<file path="config.mk">
export PLATFORM = sky130hd
export DESIGN_NAME = mrx_top
export DESIGN_NICKNAME = d
export VERILOG_FILES = /design/src/rtl/mrx_pkg.sv /design/src/rtl/mrx_front.sv /design/src/rtl/mrx_timing.sv /design/src/rtl/mrx_charid.sv /design/src/rtl/mrx_strobe.sv /design/src/rtl/mrx_top.sv
export SDC_FILE = /design/constraint.sdc
export NUM_CORES = 1
export LEC_CHECK = 0
export BUFFER_PORTS_ARGS = -buffer_cell sky130_fd_sc_hd__buf_2
export CORE_ASPECT_RATIO = 0.7
export CORE_UTILIZATION = 28
export DETAILED_ROUTE_END_ITERATION = 16
export PLACE_DENSITY_LB_ADDON = 0.05
export SLEW_MARGIN = 20
export SYNTH_ARGS = -nofsm -noshare
export SYNTH_HDL_FRONTEND = slang
export SYNTH_SLANG_ARGS = --single-unit
</file>
<file path="constraint.sdc">
create_clock -name clk -period 1.95 [get_ports clk]
set_input_delay 0.39 -clock clk [delete_from_list [all_inputs] [get_ports clk]]
set_output_delay 0.39 -clock clk [all_outputs]
set_load 0.02 [all_outputs]
</file>
<file path="src/rtl/mrx_pkg.sv">
package mrx_pkg;

    typedef enum logic [1:0] {
        ST_HUNT,
        ST_FIRST,
        ST_SECOND,
        ST_FINISH
    } mrx_state_e;

    // seven-sample sync windows, oldest sample on the left
    localparam logic [6:0] SYNC_CMD = 7'b0111000;
    localparam logic [6:0] SYNC_DAT = 7'b1000111;

endpackage

</file>
<file path="src/rtl/mrx_front.sv">
module mrx_front #(
    parameter int SYNC_STAGES = 2
) (
    input  logic clk,
    input  logic rst,
    input  logic pos_i,
    input  logic neg_i,
    input  logic uni_i,
    input  logic sdat_sel_i,
    input  logic sdat_i,
    output logic lvl_o,
    output logic edge_o
);

    logic                   raw_lvl;
    logic [SYNC_STAGES-1:0] sync_q;
    logic                   lvl_q;
    logic                   lvl_d;

    // the unipolar wire only counts while the negative input is held high
    assign raw_lvl = pos_i | (uni_i & neg_i);

    generate
        if (SYNC_STAGES == 1) begin : g_one
            always_ff @(posedge clk) begin
                if (rst) sync_q <= '0;
                else     sync_q <= raw_lvl;
            end
        end else begin : g_chain
            always_ff @(posedge clk) begin
                if (rst) sync_q <= '0;
                else     sync_q <= {sync_q[SYNC_STAGES-2:0], raw_lvl};
            end
        end
    endgenerate

    always_ff @(posedge clk) begin
        if (rst) begin
            lvl_q <= 1'b0;
            lvl_d <= 1'b0;
        end else begin
            lvl_q <= sdat_sel_i ? sdat_i : sync_q[SYNC_STAGES-1];
            lvl_d <= lvl_q;
        end
    end

    assign lvl_o  = lvl_q;
    assign edge_o = lvl_q ^ lvl_d;

    a_r1_bipolar_level: assert property (@(posedge clk) disable iff (rst)
        (!rst && pos_i) |=> sync_q[0]);
    a_r1_unipolar_level: assert property (@(posedge clk) disable iff (rst)
        (!rst && !pos_i && neg_i) |=> (sync_q[0] == $past(uni_i)));
    a_r2_sync_bypass: assert property (@(posedge clk) disable iff (rst)
        (!rst && sdat_sel_i) |=> (lvl_o == $past(sdat_i)));

endmodule

</file>
<file path="src/rtl/mrx_timing.sv">
module mrx_timing #(
    parameter int OSR = 12
) (
    input  logic clk,
    input  logic rst,
    input  logic edge_i,
    input  logic sclk_sel_i,
    input  logic ext_tick_i,
    output logic tick_o
);

    localparam int HALF      = OSR / 2;
    localparam int PW        = (HALF > 1) ? $clog2(HALF) : 1;
    localparam int SAMPLE_AT = (HALF / 2 > 0) ? HALF / 2 - 1 : 0;

    logic [PW-1:0] ph_q;
    logic          tick_int;

    always_ff @(posedge clk) begin
        if (rst)                        ph_q <= '0;
        else if (edge_i)                ph_q <= '0;
        else if (ph_q == PW'(HALF - 1)) ph_q <= '0;
        else                            ph_q <= ph_q + 1'b1;
    end

    assign tick_int = (ph_q == PW'(SAMPLE_AT)) && !edge_i;
    assign tick_o   = sclk_sel_i ? ext_tick_i : tick_int;

    a_r3_phase_bound: assert property (@(posedge clk) disable iff (rst)
        ph_q <= PW'(HALF - 1));
    a_r3_tick_spacing: assert property (@(posedge clk) disable iff (rst)
        (!sclk_sel_i && !$past(sclk_sel_i) && $past(tick_o)) |-> !tick_o);
    a_r3_ext_gate: assert property (@(posedge clk) disable iff (rst)
        (sclk_sel_i && !ext_tick_i) |-> !tick_o);

endmodule

</file>
<file path="src/rtl/mrx_charid.sv">
module mrx_charid
    import mrx_pkg::*;
#(
    parameter int NBITS = 17
) (
    input  logic clk,
    input  logic rst,
    input  logic tick_i,
    input  logic lvl_i,
    output logic sdo_o,
    output logic shift_o,
    output logic take_o,
    output logic valid_o,
    output logic cmd_o,
    output logic sync_hit_o
);

    localparam int CW = $clog2(NBITS + 1);

    mrx_state_e     state_q, state_n;
    logic [5:0]     sh_q;
    logic [6:0]     win;
    logic           first_q, first_n;
    logic [CW-1:0]  cnt_q, cnt_n;
    logic           par_q, par_n;
    logic           err_q, err_n;
    logic           bad;
    logic           hit;
    logic           sdo_n, shift_n, take_n, valid_n, cmd_n;

    // next-state and next-output logic
    always_comb begin
        win     = {sh_q, lvl_i};
        state_n = state_q;
        first_n = first_q;
        cnt_n   = cnt_q;
        par_n   = par_q;
        err_n   = err_q;
        sdo_n   = sdo_o;
        take_n  = take_o;
        cmd_n   = cmd_o;
        shift_n = 1'b0;
        valid_n = 1'b0;
        hit     = 1'b0;
        bad     = 1'b0;
        unique case (state_q)
            ST_HUNT: begin
                if (tick_i && (win == SYNC_CMD || win == SYNC_DAT)) begin
                    hit     = 1'b1;
                    cmd_n   = (win == SYNC_CMD);
                    cnt_n   = '0;
                    par_n   = 1'b0;
                    err_n   = 1'b0;
                    state_n = ST_FIRST;
                end
            end
            ST_FIRST: begin
                if (tick_i) begin
                    first_n = lvl_i;
                    state_n = ST_SECOND;
                end
            end
            ST_SECOND: begin
                if (tick_i) begin
                    bad = (first_q == lvl_i);
                    if (bad && cnt_q < CW'(2)) begin
                        take_n  = 1'b0;
                        state_n = ST_HUNT;
                    end else begin
                        sdo_n   = first_q;
                        shift_n = 1'b1;
                        par_n   = par_q ^ first_q;
                        err_n   = err_q | bad;
                        cnt_n   = cnt_q + 1'b1;
                        if (cnt_q == CW'(1)) take_n = 1'b1;
                        if (cnt_q == CW'(NBITS - 1)) begin
                            take_n  = 1'b0;
                            state_n = ST_FINISH;
                        end else begin
                            state_n = ST_FIRST;
                        end
                    end
                end
            end
            ST_FINISH: begin
                valid_n = par_q && !err_q;
                state_n = ST_HUNT;
            end
            default: state_n = ST_HUNT;
        endcase
    end

    // state register and word accumulators
    always_ff @(posedge clk) begin
        if (rst) begin
            state_q <= ST_HUNT;
            sh_q    <= '0;
            first_q <= 1'b0;
            cnt_q   <= '0;
            par_q   <= 1'b0;
            err_q   <= 1'b0;
        end else begin
            state_q <= state_n;
            if (tick_i) sh_q <= win[5:0];
            first_q <= first_n;
            cnt_q   <= cnt_n;
            par_q   <= par_n;
            err_q   <= err_n;
        end
    end

    // registered outputs
    always_ff @(posedge clk) begin
        if (rst) begin
            sdo_o   <= 1'b0;
            shift_o <= 1'b0;
            take_o  <= 1'b0;
            valid_o <= 1'b0;
            cmd_o   <= 1'b0;
        end else begin
            sdo_o   <= sdo_n;
            shift_o <= shift_n;
            take_o  <= take_n;
            valid_o <= valid_n;
            cmd_o   <= cmd_n;
        end
    end

    assign sync_hit_o = hit;

    a_r5_shift_on_tick: assert property (@(posedge clk) disable iff (rst)
        shift_o |-> $past(tick_i));
    a_r5_count_bound: assert property (@(posedge clk) disable iff (rst)
        cnt_q <= CW'(NBITS));
    a_r6_take_rise: assert property (@(posedge clk) disable iff (rst)
        $rose(take_o) |-> shift_o);
    a_r6_take_fall: assert property (@(posedge clk) disable iff (rst)
        $fell(take_o) |-> shift_o);
    a_r8_valid_single: assert property (@(posedge clk) disable iff (rst)
        valid_o |=> !valid_o);
    a_r8_valid_after_shift: assert property (@(posedge clk) disable iff (rst)
        valid_o |-> ($past(shift_o) && !take_o));
    a_r9_cmd_hold: assert property (@(posedge clk) disable iff (rst)
        !$past(hit) |-> $stable(cmd_o));

endmodule

</file>
<file path="src/rtl/mrx_strobe.sv">
module mrx_strobe #(
    parameter int NBITS = 17
) (
    input  logic clk,
    input  logic rst,
    input  logic tick_i,
    input  logic sync_hit_i,
    output logic free_o
);

    localparam int FRAME  = 2 * NBITS + 6;
    localparam int FW     = $clog2(FRAME);
    localparam int ON_AT  = 4;
    localparam int OFF_AT = 2 * NBITS;

    logic [FW-1:0] fc_q, fc_n;

    always_comb begin
        if (sync_hit_i)                  fc_n = '0;
        else if (fc_q == FW'(FRAME - 1)) fc_n = '0;
        else                             fc_n = fc_q + 1'b1;
    end

    always_ff @(posedge clk) begin
        if (rst) begin
            fc_q   <= '0;
            free_o <= 1'b0;
        end else if (tick_i) begin
            fc_q   <= fc_n;
            free_o <= (fc_n >= FW'(ON_AT)) && (fc_n < FW'(OFF_AT));
        end
    end

    a_r10_frame_bound: assert property (@(posedge clk) disable iff (rst)
        fc_q <= FW'(FRAME - 1));
    a_r10_moves_on_tick: assert property (@(posedge clk) disable iff (rst)
        !$past(tick_i) |-> $stable(free_o));

endmodule

</file>
<file path="src/rtl/mrx_top.sv">
module mrx_top #(
    parameter int OSR         = 12,
    parameter int NDATA       = 16,
    parameter int SYNC_STAGES = 2
) (
    input  logic clk,
    input  logic rst,
    input  logic pos_in,
    input  logic neg_in,
    input  logic uni_in,
    input  logic sdat_sel,
    input  logic sdat_in,
    input  logic sclk_sel,
    input  logic ext_tick,
    output logic sdo,
    output logic shift_clk,
    output logic take_data,
    output logic take_free,
    output logic valid_word,
    output logic word_cmd
);

    localparam int NBITS = NDATA + 1;

    logic lvl;
    logic edge_seen;
    logic tick;
    logic sync_hit;

    mrx_front #(.SYNC_STAGES(SYNC_STAGES)) u_front (
        .clk        (clk),
        .rst        (rst),
        .pos_i      (pos_in),
        .neg_i      (neg_in),
        .uni_i      (uni_in),
        .sdat_sel_i (sdat_sel),
        .sdat_i     (sdat_in),
        .lvl_o      (lvl),
        .edge_o     (edge_seen)
    );

    mrx_timing #(.OSR(OSR)) u_timing (
        .clk        (clk),
        .rst        (rst),
        .edge_i     (edge_seen),
        .sclk_sel_i (sclk_sel),
        .ext_tick_i (ext_tick),
        .tick_o     (tick)
    );

    mrx_charid #(.NBITS(NBITS)) u_charid (
        .clk        (clk),
        .rst        (rst),
        .tick_i     (tick),
        .lvl_i      (lvl),
        .sdo_o      (sdo),
        .shift_o    (shift_clk),
        .take_o     (take_data),
        .valid_o    (valid_word),
        .cmd_o      (word_cmd),
        .sync_hit_o (sync_hit)
    );

    mrx_strobe #(.NBITS(NBITS)) u_strobe (
        .clk        (clk),
        .rst        (rst),
        .tick_i     (tick),
        .sync_hit_i (sync_hit),
        .free_o     (take_free)
    );

    a_r10_take_in_free: assert property (@(posedge clk) disable iff (rst)
        take_data |-> take_free);
    a_r10_fall_together: assert property (@(posedge clk) disable iff (rst)
        $fell(take_data) |-> !take_free);
    a_r11_reset_quiet: assert property (@(posedge clk)
        $past(rst) |-> !(shift_clk || take_data || valid_word || take_free));

endmodule

</file>
==> results of run 1 <==
metal layers:
layer,vias to the layer above,wire [µm],track usage (%)
met5,-,0,0
met4,0,30,3.37
met3,4,187,5.17
met2,38,1770,20.6
met1,718,1990,16.5
li1,754,-,-
sequential cells by signal, indices dropped and copies added (netlist names), 2 cells and up:
signal / cells
u_charid.sh_q: 6
u_strobe.fc_q: 6
u_charid.cnt_q: 5
u_timing.ph_q: 3
u_charid.state_q: 2
u_front.sync_q: 2
worst register-to-register path, cell delays in order (launching register included):
cell	delay (ps)
dfxtp_1	340
inv_1	70
ha_1	130
inv_1	70
o41a_2	630
or3_1	410
a21oi_1	120
placed cells by master, fill, tap and decap left out, types with 2 or more instances in the layout:
master / n
a211oi_1: 2
nor2b_1: 5
and4bb_1: 2
ha_1: 7
nand2_1: 32
nor2_1: 19
a31oi_1: 4
xor2_1: 2
nand4b_1: 2
nor3_1: 3
buf_4: 10
nand4_1: 2
buf_2: 14
clkbuf_8: 7
o21ai_0: 4
dfxtp_1: 35
nor4_1: 2
nand3_1: 12
xnor2_1: 3
mux2i_1: 2
inv_1: 8
a21oi_1: 20
nand2b_1: 2
a211o_1: 3
final timing paths:
kind | end | slack [ps]
setup / recovery | u_charid.cmd_o | 130
hold / removal | u_front.sync_q[0] | 300
setup reg to reg | u_charid.cmd_o | 130
hold reg to reg | u_strobe.free_o | 450
logic make-up after synthesis:
family,count (synthesis)
AOI/OAI and AO/OA,45
and+or+nand+nor,90
buffers and inverters,20
adders and majority gates,7
muxes,2
DFF,35
xor gates and xnor gates,6
power breakdown:
part	switching (W)	total (W)	internal [W]
clock network	0.000277	0.000600	0.000323
registers	0.0000186	0.000750	0.000731
logic	0.0000738	0.000129	0.0000551
per-stage QoR:
step | instance area, µm² | hold WS [ps] | utilization (%) | total power (W) | setup slack, ps
final | 2030 | 304 | 32.7 | 0.00148 | 128
after global routing | 2030 | 331 | 32.7 | 0.00156 | 42.9
after CTS | 2030 | 299 | 32.7 | 0.00150 | 61.2
after detailed placement | 1930 | 445 | 31.1 | 0.000897 | 95.1
after global placement | 1930 | 431 | 31.1 | 0.000896 | 115
after floorplan | 1800 | 414 | - | 0.000856 | 331
cell type report:
class                      count  share of cell area [%]
multi-input combinational    150                    46.2
timing repair buffer          25                    8.12
inverter                       8                    1.48
tap                           78                    4.80
clock buffer                   8                    4.92
sequential                    35                    34.4
timing repair:
action,CTS,global route
endpoints found under the setup margin,0,1
endpoints found under the hold margin,0,0
setup buffers,0,0
gates resized for setup,0,1
==> flow_metrics.env, run 1 <==
export IMPL_status="finished, final reports clean"
export IMPL_crit_top_cell="inv_1"
export IMPL_fin_cells=304
export IMPL_cts_buffer_depth=2
export IMPL_synthMostInstantiatedCell="dfxtp_1"
export IMPL_worstSetupStartpoint="u_timing.ph_q[0]"
export IMPL_antenna_found_initial=0
export IMPL_reg2reg_depth=6
export IMPL_min_path_cells=3
export IMPL_drv_slew=0
export IMPL_setup_violations=0
export IMPL_nets=241
export IMPL_worst_pin_slew_ps=404
export IMPL_synthXorXnorAreaFrac_pct=3.34
export IMPL_cp_buffers_inverters=2
export IMPL_first_pass_iters=4
export IMPL_dp_hpwl_mm=2.85
export IMPL_synth_top_family_by_area="simple AND/OR/NAND/NOR gates"
export IMPL_h_tree_depth=2
export IMPL_regArea_um2=701
export IMPL_clk_pin_slew_ps=70
export IMPL_die_w_um=97.8
export IMPL_vias_per_cell=4.98
export IMPL_avgSynthCellArea_um2=8.77
export IMPL_vias=1514
export IMPL_yosys_warnings=0
export IMPL_clk_latency_ps=290
export IMPL_drive_gt1_share_pct=18.6
export IMPL_dp_cells=296
export IMPL_synth_top_cell_by_area="dfxtp_1"
export IMPL_finalWirelength_mm=3.98
export IMPL_wl_per_cell_um=13.1
export IMPL_gp_congestion=0.759
export IMPL_cp_slowest_cell="o41a_2"
export IMPL_dieArea_um2=6750
export IMPL_synth_adder_area_share_pct=4.87
export IMPL_min_delay_start="pos_in"
export IMPL_setup_tns_ps=0
export IMPL_ant_nets=0
export IMPL_cts_hold_fix_buffers=0
export IMPL_max_freq_mhz=549
export IMPL_timing_critical_path_to_type="flip-flop"
export IMPL_grt_pass1_wl_mm=6.92
export IMPL_core_area_um2=6220
export IMPL_rsz0062_at_grt="no"
export IMPL_multi_input_area_um2=941
export IMPL_arrival_ps=2040
export IMPL_synth_edff_count=0
export IMPL_drc=0
export IMPL_synthDistinctLibCells=49
export IMPL_synth_compound_area_share_pct=17.6
export IMPL_synthSimpleGateAreaFrac_pct=25.3
export IMPL_ys_ff_latch=35
export IMPL_grt_overflow_total=0
export IMPL_period_minus_slack_ps=1820
export IMPL_yosysTopAreaCellShare_pct=39.0
export IMPL_critical_path_required_ps=2170
export IMPL_cts_tree="yes"
export IMPL_cts_sinks=35
export IMPL_place_port_buffers=14
export IMPL_skew_ps=7.06
export IMPL_critPathLaunchType="flip-flop"
export IMPL_max_cap_violations=0
export IMPL_min_period_over_period_pct=93.4
export IMPL_hold_violations=0
export IMPL_slowest_delay_ps=630
export IMPL_start_util_pct=28.9
export IMPL_path_cells="inv_1 -> ha_1 -> inv_1 -> o41a_2 -> or3_1 -> a21oi_1"
export IMPL_syn_area_um2=1800
export IMPL_fillCellCount=646
export IMPL_peakVddDrop_uv=208
export IMPL_numCtsBuffers=5
export IMPL_powerDensity_nw_per_um2=727
export IMPL_synth_area_leaders="dfxtp_1 (39%), nand2_1 (6.7%), a21oi_1 (5.6%)"
export IMPL_grt_pass1_vias=1440
export IMPL_r2r_start="u_timing.ph_q[0]"
export IMPL_synth_area_mux_share_pct=1.11
export IMPL_critPathKind="flip-flop to flip-flop"
export IMPL_relSlewSlack_pct=72.8
export IMPL_p_leak_nw=0.790
export IMPL_fp_row_count=24
export IMPL_track_usage_pct=13.0
export IMPL_io_pins=15
export IMPL_cp_max_fo=13
export IMPL_drtIter0Drc=63
export IMPL_cp_top_family="compound AO/OA/AOI/OAI gates"
export IMPL_diodes=0
export IMPL_syn_nets=221
export IMPL_path_depth=6
export IMPL_grt_max_degree=24
export IMPL_postSynth_asyncResetShare_pct=0
export IMPL_die_h_um=69.0
export IMPL_syn_to_final_growth_pct=13.2
export IMPL_ys_seq_area_share_pct=39.0
export IMPL_synthesis_instances=205
export IMPL_synth_ff_type="dfxtp_1"
export IMPL_cts_root_buf="clkbuf_8"
export IMPL_synthTopCellsByCount="dfxtp_1 (35), nand2_1 (32), a21oi_1 (20), nor2_1 (19), nand3_1 (12)"
export IMPL_hold_class="input port to flip-flop"
(Power assumes the default switching activity.)
==> run 2: changes to the inputs <==
--- a/config.mk
+++ b/config.mk
@@ -9,7 +9,6 @@
 export CORE_ASPECT_RATIO = 0.7
 export CORE_UTILIZATION = 28
 export DETAILED_ROUTE_END_ITERATION = 16
-export PLACE_DENSITY_LB_ADDON = 0.05
 export SLEW_MARGIN = 20
 export SYNTH_ARGS = -nofsm -noshare
 export SYNTH_HDL_FRONTEND = slang
==> flow_metrics.env, run 2 (synthesis results as in run 1) <==
export IMPL_cts_hold_fix_buffers=0
export IMPL_crit_top_cell="inv_1"
export IMPL_clk_latency_ps=290
export IMPL_drv_slew=0
export IMPL_max_freq_mhz=550
export IMPL_worst_pin_slew_ps=474
export IMPL_fillCellCount=639
export IMPL_final_common_cell="dfxtp_1"
export IMPL_ant_nets=0
export IMPL_cp_max_fo=11
export IMPL_gp_congestion=0.822
export IMPL_die_w_um=97.8
export IMPL_r2r_start="u_timing.ph_q[0]"
export IMPL_finalPower_w=0.00146
export IMPL_cp_slowest_cell="o41a_1"
export IMPL_largestRegisters="u_charid.sh_q x6, u_strobe.fc_q x6, u_charid.cnt_q x5"
export IMPL_drc=0
export IMPL_timing_critical_path_to_type="flip-flop"
export IMPL_grt_util_met2_pct=13.3
export IMPL_powerDensity_nw_per_um2=727
export IMPL_grt_pass1_vias=1181
export IMPL_finalInstanceArea_um2=2010
export IMPL_track_usage_pct=10.9
export IMPL_setup_tns_ps=0
export IMPL_numCtsBuffers=5
export IMPL_post_cts_repair_setup_buffers=0
export IMPL_r2r_slack_ps=130
export IMPL_period_minus_slack_ps=1820
export IMPL_antenna_found_initial=0
export IMPL_vias=1443
export IMPL_rsz0062_at_grt="no"
export IMPL_start_util_pct=28.9
export IMPL_cts_buffer_depth=2
export IMPL_drtIter0Drc=89
export IMPL_relSlewSlack_pct=68.4
export IMPL_cts_resized=0
export IMPL_max_cap_violations=0
export IMPL_hold_violations=0
export IMPL_h_tree_depth=2
export IMPL_peakVddDrop_uv=314
export IMPL_clk_pin_slew_ps=70
export IMPL_skew_ps=5.00
export IMPL_dp_hpwl_mm=2.42
export IMPL_hold_class="input port to flip-flop"
export IMPL_dieArea_um2=6750
export IMPL_place_ws_ps=132
export IMPL_reg2reg_depth=6
export IMPL_die_h_um=69.0
export IMPL_fp_row_count=24
export IMPL_grt_pass1_wl_mm=5.77
export IMPL_grt_busiest_layer="met1"
export IMPL_grt_max_degree=24
export IMPL_drive_gt1_share_pct=17.0
export IMPL_setup_violations=0
export IMPL_reg2reg_to="u_charid.cmd_o"
export IMPL_grtUsageMet3_pct=3.45
export IMPL_syn_to_final_growth_pct=11.8
export IMPL_place_port_buffers=14
export IMPL_placed_area_um2=1910
export IMPL_use_met1_pct=16.2
export IMPL_arrival_ps=2050
export IMPL_critPathKind="flip-flop to flip-flop"
export IMPL_status="finished, final reports clean"
export IMPL_critical_path_required_ps=2180
export IMPL_grt_overflow_total=0
export IMPL_cts_tree="yes"
export IMPL_min_period_over_period_pct=93.2
export IMPL_first_pass_iters=4
export IMPL_wl_per_cell_um=11.4
export IMPL_cts_root_buf="clkbuf_8"
export IMPL_nets=238
export IMPL_critPathLaunchType="flip-flop"
export IMPL_setup_slack_ps=133
export IMPL_holdPathEnd="u_front.sync_q[0]"
export IMPL_min_delay_start="pos_in"
export IMPL_cts_sinks=35
export IMPL_p_leak_nw=0.773
export IMPL_vias_per_cell=4.79
export IMPL_path_cells="inv_1 -> ha_1 -> inv_1 -> o41a_1 -> or3_1 -> a21oi_1"
export IMPL_core_area_um2=6220
export IMPL_slowest_delay_ps=600
export IMPL_worstSetupStartpoint="u_timing.ph_q[0]"
export IMPL_min_path_cells=3
export IMPL_diodes=0
export IMPL_io_pins=15
export IMPL_most_common_layout_cells="dfxtp_1 (35), nand2_1 (32), a21oi_1 (20)"
export IMPL_finalWirelength_mm=3.42
## run 2: worst max-delay path by stage
| stage | to | slack (ps) | cells past startpoint |
|---|---|---|---|
| detailed placement | u_charid.cmd_o | 130 | 6 |
| floorplan | u_charid.cnt_q[1] | 330 | 7 |
| global placement | u_charid.cmd_o | 180 | 6 |
| CTS | u_charid.cmd_o | 120 | 6 |
| finish | u_charid.cmd_o | 130 | 6 |
| global route | u_strobe.fc_q[0] | 6 | 5 |
## run 2: routing by layer
metal	routed length, µm	vias to the layer above
met5	0	-
met4	63	0
met2	1320	35
li1	-	752
met3	196	5
met1	1840	651
## run 2: report_power, final
group	switching (W)	leakage, nW	total (W)	internal (W)
registers	0.0000195	0.284	0.000751	0.000731
clock network	0.000269	0.0515	0.000592	0.000323
logic	0.0000692	0.438	0.000120	0.0000507
total	0.000358	0.773	0.00146	0.00110
## run 2: through the flow
step	utilization (%)	cells	hold WS, ps
global route	32.3	301	294
detailed placement	30.7	293	427
global placement	30.7	293	420
CTS	32.3	301	298
floorplan	-	205	414
finish	32.3	301	302
## run 2: cell type report
class | count | area, µm² | area share, %
Sequential cell | 35 | 701 | 34.8
Multi-Input combinational cell | 150 | 940 | 46.7
Tap cell | 78 | 97.6 | 4.85
Timing Repair Buffer | 22 | 143 | 7.09
Inverter | 8 | 30.0 | 1.49
Clock buffer | 8 | 100 | 4.98
## run 2: worst max-delay path: cells and delay by family, from the launching register on
family                   cells  cell delay [ps]
AND/OR/NAND/NOR              1              430
flip-flops                   1              340
AO/OA/AOI/OAI                2              720
adder cells (fa/ha/maj)      1              130
buffers and inverters        2              130
